--- src/rtl/exc_pkg.sv ---
package exc_pkg;
  localparam int CODE_W = 3;
  typedef enum logic [CODE_W-1:0] {
    C_NONE  = 3'd0,
    C_UNAL  = 3'd1,
    C_ILL   = 3'd2,
    C_IBUS  = 3'd3,
    C_DBUS  = 3'd4,
    C_DIVZ  = 3'd5,
    C_FPU   = 3'd6
  } cause_e;

  typedef enum logic [1:0] {
    EA_KEEP = 2'd0,
    EA_PC   = 2'd1,
    EA_DATA = 2'd2
  } ear_sel_e;

  localparam int MSR_EE  = 8;
  localparam int MSR_EIP = 9;
  localparam int ESR_DS  = 12;
  localparam int OPC_W   = 6;
endpackage

--- src/rtl/exc_opcode_chk.sv ---
module exc_opcode_chk #(
  parameter int unsigned IW      = 32,
  parameter bit          HAS_DIV = 1'b1,
  parameter bit          HAS_FPU = 1'b1,
  parameter logic [5:0]  OPC_DIV = 6'h12,
  parameter logic [5:0]  OPC_FPU = 6'h16
) (
  input  logic          vld,
  input  logic [IW-1:0] instr,
  output logic          illegal
);
  import exc_pkg::*;
  localparam int OP_LSB = IW - OPC_W;

  logic [OPC_W-1:0] op;
  logic reserved, div_off, fpu_off;

  assign op       = instr[IW-1:OP_LSB];
  assign reserved = (op[5:4] == 2'b11);

  generate
    if (HAS_DIV) begin : g_div_on
      assign div_off = 1'b0;
    end else begin : g_div_off
      assign div_off = (op == OPC_DIV);
    end
    if (HAS_FPU) begin : g_fpu_on
      assign fpu_off = 1'b0;
    end else begin : g_fpu_off
      assign fpu_off = (op == OPC_FPU);
    end
  endgenerate

  assign illegal = vld & (reserved | div_off | fpu_off);
endmodule

--- src/rtl/exc_cause_sel.sv ---
module exc_cause_sel #(
  parameter bit          HAS_DIV = 1'b1,
  parameter bit          HAS_FPU = 1'b1,
  parameter int unsigned FPN     = 5
) (
  input  logic           ibus_err,
  input  logic           ibus_tmo,
  input  logic           ibus_periph,
  input  logic           dbus_err,
  input  logic           dbus_tmo,
  input  logic           dbus_periph,
  input  logic           illegal,
  input  logic           unaligned,
  input  logic           div_zero,
  input  logic [FPN-1:0] fp_err,
  output logic           cause_vld,
  output exc_pkg::cause_e   code,
  output exc_pkg::ear_sel_e ear_sel
);
  import exc_pkg::*;

  logic ibus_f, dbus_f, div_f, fp_f;

  assign ibus_f = ibus_periph & (ibus_err | ibus_tmo);
  assign dbus_f = dbus_periph & (dbus_err | dbus_tmo);

  generate
    if (HAS_DIV) begin : g_div
      assign div_f = div_zero;
    end else begin : g_nodiv
      assign div_f = 1'b0;
    end
    if (HAS_FPU) begin : g_fp
      assign fp_f = |fp_err;
    end else begin : g_nofp
      assign fp_f = 1'b0;
    end
  endgenerate

  always_comb begin
    code    = C_NONE;
    ear_sel = EA_KEEP;
    if (ibus_f) begin
      code = C_IBUS;   ear_sel = EA_PC;
    end else if (illegal) begin
      code = C_ILL;
    end else if (dbus_f) begin
      code = C_DBUS;   ear_sel = EA_DATA;
    end else if (unaligned) begin
      code = C_UNAL;   ear_sel = EA_DATA;
    end else if (div_f) begin
      code = C_DIVZ;
    end else if (fp_f) begin
      code = C_FPU;
    end
  end

  assign cause_vld = (code != C_NONE);
endmodule

--- src/rtl/exc_ctrl.sv ---
module exc_ctrl #(
  parameter int unsigned AW        = 32,
  parameter int unsigned FPN       = 5,
  parameter bit          HAS_DIV   = 1'b1,
  parameter bit          HAS_FPU   = 1'b1,
  parameter logic [31:0] RESET_MSR = 32'h0000_0100,
  parameter logic [31:0] VEC_RST   = 32'h0000_0000,
  parameter logic [31:0] VEC_EXC   = 32'h0000_0020,
  parameter logic [4:0]  LINK_REG  = 5'd17
) (
  input  logic           clk,
  input  logic           rst,
  input  logic           dbg_rst,
  input  logic           instr_vld,
  input  logic [31:0]    instr,
  input  logic [AW-1:0]  dec_pc,
  input  logic           dec_dslot,
  input  logic [AW-1:0]  br_target,
  input  logic           ibus_err,
  input  logic           ibus_tmo,
  input  logic           ibus_periph,
  input  logic           dbus_err,
  input  logic           dbus_tmo,
  input  logic           dbus_periph,
  input  logic           unaligned,
  input  logic [AW-1:0]  data_addr,
  input  logic           div_zero,
  input  logic [FPN-1:0] fp_err,
  input  logic           rted,
  output logic           flush,
  output logic           redir_vld,
  output logic [AW-1:0]  redir_pc,
  output logic           link_we,
  output logic [4:0]     link_idx,
  output logic [AW-1:0]  link_data,
  output logic [31:0]    msr,
  output logic [31:0]    esr,
  output logic [AW-1:0]  ear,
  output logic [FPN-1:0] fsr,
  output logic [AW-1:0]  btr
);
  import exc_pkg::*;

  logic      rst_any, illegal, cause_vld, take;
  cause_e    code;
  ear_sel_e  ear_sel;

  assign rst_any = rst | dbg_rst;

  exc_opcode_chk #(.IW(32), .HAS_DIV(HAS_DIV), .HAS_FPU(HAS_FPU)) u_opc (
    .vld(instr_vld), .instr(instr), .illegal(illegal)
  );

  exc_cause_sel #(.HAS_DIV(HAS_DIV), .HAS_FPU(HAS_FPU), .FPN(FPN)) u_sel (
    .ibus_err(ibus_err), .ibus_tmo(ibus_tmo), .ibus_periph(ibus_periph),
    .dbus_err(dbus_err), .dbus_tmo(dbus_tmo), .dbus_periph(dbus_periph),
    .illegal(illegal), .unaligned(unaligned), .div_zero(div_zero),
    .fp_err(fp_err), .cause_vld(cause_vld), .code(code), .ear_sel(ear_sel)
  );

  assign take     = cause_vld & msr[MSR_EE] & ~msr[MSR_EIP];
  assign link_idx = LINK_REG;

  always_ff @(posedge clk) begin
    if (rst_any) begin
      flush     <= 1'b1;
      redir_vld <= 1'b1;
      redir_pc  <= VEC_RST[AW-1:0];
      link_we   <= 1'b0;
      link_data <= '0;
      msr       <= RESET_MSR;
      esr       <= '0;
      ear       <= '0;
      fsr       <= '0;
      btr       <= '0;
    end else begin
      flush     <= take;
      redir_vld <= take;
      link_we   <= take;
      if (take) begin
        redir_pc         <= VEC_EXC[AW-1:0];
        link_data        <= dec_pc;
        msr[MSR_EIP]     <= 1'b1;
        msr[MSR_EE]      <= 1'b0;
        esr              <= '0;
        esr[CODE_W-1:0]  <= code;
        esr[ESR_DS]      <= dec_dslot;
        if (dec_dslot) btr <= br_target;
        case (ear_sel)
          EA_PC:   ear <= dec_pc;
          EA_DATA: ear <= data_addr;
          default: ;
        endcase
        if (code == C_FPU) fsr <= fsr | fp_err;
      end else if (rted) begin
        msr[MSR_EE]  <= 1'b1;
        msr[MSR_EIP] <= 1'b0;
      end
    end
  end

  // a taken fault leads to the exception vector
  a_r2_vector: assert property (@(posedge clk) disable iff (rst_any)
    take |=> (flush && redir_vld && redir_pc == VEC_EXC[AW-1:0]));

  // the link write comes only together with a flush
  a_r3_link_flush: assert property (@(posedge clk) disable iff (rst_any)
    link_we |-> (flush && link_idx == LINK_REG));

  // no new exception while one is in progress or exceptions are disabled
  a_r11_masked: assert property (@(posedge clk) disable iff (rst_any)
    (msr[MSR_EIP] || !msr[MSR_EE]) |=> (!link_we && $stable(esr)));

  // return re-enables exceptions when nothing is taken
  a_r12_rted: assert property (@(posedge clk) disable iff (rst_any)
    (rted && !take) |=> (msr[MSR_EE] && !msr[MSR_EIP]));

  // FP status bits never clear outside reset
  a_r10_sticky: assert property (@(posedge clk) disable iff (rst_any)
    1'b1 |=> ((fsr & $past(fsr)) == $past(fsr)));
endmodule

--- config.mk ---
export PLATFORM = sky130hd
export DESIGN_NAME = exc_ctrl
export DESIGN_NICKNAME = d
export VERILOG_FILES = /design/src/rtl/exc_pkg.sv /design/src/rtl/exc_opcode_chk.sv /design/src/rtl/exc_cause_sel.sv /design/src/rtl/exc_ctrl.sv
export SDC_FILE = /design/constraint.sdc
export NUM_CORES = 1
export LEC_CHECK = 0
export ABC_AREA = 1
export BUFFER_PORTS_ARGS = -buffer_cell sky130_fd_sc_hd__buf_4
export CAP_MARGIN = 30
export CORE_AREA = 5 5 134 136
export CTS_CLUSTER_DIAMETER = 120
export CTS_CLUSTER_SIZE = 12
export DETAILED_ROUTE_END_ITERATION = 8
export DIE_AREA = 0 0 139 141
export HOLD_SLACK_MARGIN = 0.12
export SYNTH_ARGS = -nofsm -noshare
export SYNTH_HDL_FRONTEND = slang
export SYNTH_HIERARCHICAL = 1
export SYNTH_SLANG_ARGS = --single-unit
--- constraint.sdc ---
create_clock -name clk -period 4.3 [get_ports clk]
set_input_delay 0.645 -clock clk [delete_from_list [all_inputs] [get_ports clk]]
set_output_delay 0.645 -clock clk [all_outputs]
set_load 0.02 [all_outputs]
==> impl_metrics.ini <==
[routing]
dr.first_iter.drc_count = 125
totalWireLength_um = 15600
routed-via-count = 4915
wl_per_cell_um = 13.3
drc = 0
drtAntennaViolNets = 0
viasPerCell = 4.20
firstDrtPassIters = 4

[floorplan]
rows = 48
coreArea_sq_mm = 0.0168
die_x_um = 139
initial_core_util = 0.313
top_level_ports = 352
dieArea_sq_mm = 0.0196
die_height_um = 141

[sta]
clock_skew_ns = 0.00793
setup_tns_ns = 0
setup_violations = 0
fmax_mhz = 368
hold_violations = 0
rsz0062_at_grt = no
slew_violations = 0
slew_headroom = 0.441
worstMarginPinSlew_ns = 0.835
min_period_over_period = 0.632
period_needed_ns = 2.72

[clock_network]
holdBufCountCts = 0
cts_buffers = 9
postCtsSetupBuffers = 0
cts_root_buf = clkbuf_16
h-tree-depth = 3
cts_sinks = 110
ctsResizeCount = 0
clk_pin_slew_ns = 0.08
cts_tree = done
cts_buffer_depth = 2
clk_latency_ns = 0.35

[power_and_ir_drop]
internal_power_mw = 1.76
power_mw = 2.57
ir_drop_v = 0.000192
clkPwrFrac = 0.341
switching_power_mw = 0.812
switching_share = 0.316
power_frac_seq = 0.428
pwr_density_cell_mw_per_mm2 = 364
comb_power_share = 0.231
p_leak_nw = 3.52

[synth]
yosysSeqAreaShare = 0.418
synth_warnings = 6
ys_ff_latch = 110
synth_cell_types = 24
synth_cells = 742
syn_avg_cell_area_sq_um = 7.10
synth_area_sq_mm = 0.00527

[placement]
gp_congestion = 0.867
post-dp-hpwl_um = 11200
port_buffers = 227

[global_route]
grt_max_degree = 68
track_usage = 0.148
grt_pass1_vias = 4474
grt_antenna_before_repair = 0
grt-ovfl-total = 0
grt_pass1_wl_um = 23400

[finish]
final-seq-area_sq_mm = 0.00220
fill_cells = 1773
diodes = 0
num-nets-final = 1088
area_growth_pct = 33.9
drive_gt1_frac = 0.276
multi_input_area_sq_mm = 0.00218

[min_path]
min-delay-path-class = reg -> reg
hold_depth = 2

[setup_path]
crit_required_ns = 4.59
worstSetupStartpointType = primary input
worstSetupPathType = in -> reg
cp-end-kind = flip-flop
rrSetupSlack_ns = 2.14
critPathArrivalTime_ns = 3.01
critical_path_peak_fanout = 43
rr_worst_depth = 7

[outcome]
outcome = completed

[run]
cap_violations = 0
power groups by stage:
stage / registers (mW) / logic, mW / clock network (mW)
2_1_floorplan: 1.18 / 0.369 / 0
3_3_place_gp: 1.12 / 0.599 / 0
3_5_place_dp: 1.12 / 0.600 / 0
4_1_cts: 1.10 / 0.601 / 0.911
5_1_grt: 1.11 / 0.653 / 0.953
6_report: 1.10 / 0.593 / 0.875
cell usage after synthesis:
cell type	number	area, sq um
nor2_1	72	270
nand2_1	142	533
clkbuf_1	12	45.0
conb_1	2	7.51
nor2_8	1	20.0
buf_1	2	7.51
buf_2	24	120
o31ai_1	1	7.51
nor2_4	1	11.3
inv_1	83	312
nand2_2	4	25.0
nand4_1	1	6.26
o21ai_1	20	100
a21oi_2	1	8.76
ha_1	1	12.5
buf_6	1	11.3
o21ai_2	1	8.76
dfxtp_1	110	2200
o21ai_0	47	235
inv_2	2	7.51
buf_4	98	736
a21oi_1	41	205
nor2_2	3	18.8
nand3_1	72	360
metal layers:
layer | global-route usage | wire, um | up-vias
met4 | 0.0469 | 213 | 0
met2 | 0.245 | 7390 | 193
met3 | 0.0607 | 1490 | 14
li1 | - | - | 2506
met5 | 0 | 0 | -
met1 | 0.177 | 6490 | 2202
registers in the layout, indices dropped and copies added, names as in the netlist:
name	cells
btr	32
ear	32
esr	4
fsr	5
link_data	32
link_we	1
msr	2
redir_pc	1
redir_vld	1
final timing paths:
path,startpoint,endpoint
setup reg to reg,msr[8],ear[6]
hold reg to reg,fsr[2],fsr[2]
setup / recovery,unaligned,ear[6]
hold / removal,fsr[2],fsr[2]
area by class of cell:
| cell class | count | share of cell area |
|---|---|---|
| clock buffer | 11 | 0.0344 |
| clock inverter | 5 | 0.00921 |
| inverter | 85 | 0.0452 |
| tap | 225 | 0.0399 |
| multi-input combinational | 502 | 0.309 |
| timing repair buffer | 232 | 0.250 |
| sequential | 110 | 0.312 |
logic make-up after synthesis:
logic type / share of synthesized area
other: 0.00142
buffers and inverters: 0.235
DFF: 0.418
AOI/OAI and AO/OA: 0.107
adders and majority gates: 0.00237
and+or+nand+nor: 0.236
placed cells by master, fill, tap and decap left out:
cell type / netlist / routed
a21oi_1: 41 / 41
a21oi_2: 1 / 1
buf_12: 0 / 2
buf_4: 98 / 230
bufinv_16: 0 / 1
clkbuf_1: 12 / 1
clkbuf_16: 0 / 9
clkbuf_8: 0 / 1
clkinvlp_4: 0 / 2
conb_1: 2 / 94
dfxtp_1: 110 / 110
ha_2: 0 / 1
inv_1: 83 / 83
inv_2: 2 / 2
inv_6: 0 / 1
inv_8: 0 / 1
nand2_1: 142 / 142
nand2_2: 4 / 4
nand3_1: 72 / 72
nand4_1: 1 / 1
nor2_1: 72 / 72
nor2_2: 3 / 2
nor2_4: 1 / 2
nor2_8: 1 / 1
o21ai_0: 47 / 47
o21ai_1: 20 / 20
o21ai_2: 1 / 1
o31ai_1: 1 / 1
worst max-delay path, cell delays in order:
cell	delay, ns
buf_4	0.11
inv_1	0.11
nand2_1	0.07
nor2_1	0.10
nand2_1	0.07
nand2_2	0.08
nor2_2	0.03
nand2_1	0.09
nand2_2	0.10
nor2_8	0.48
nand2_2	0.55
buf_12	0.35
nand2_1	0.07
nand2_1	0.05
nor2_1	0.11
metrics by stage:
step	area (sq um)	cells	hold slack [ns]	worst slack, ns	util
6_report	7060	1170	0.453	1.58	0.420
5_1_grt	7060	1170	0.476	1.29	0.420
4_1_cts	7060	1170	0.457	1.51	0.420
3_5_place_dp	6750	1154	0.445	1.13	0.402
3_3_place_gp	6750	1154	0.439	1.15	0.402
2_1_floorplan	5620	834	0.526	2.34	-
Note: power is estimated with default switching activity, not from simulation.
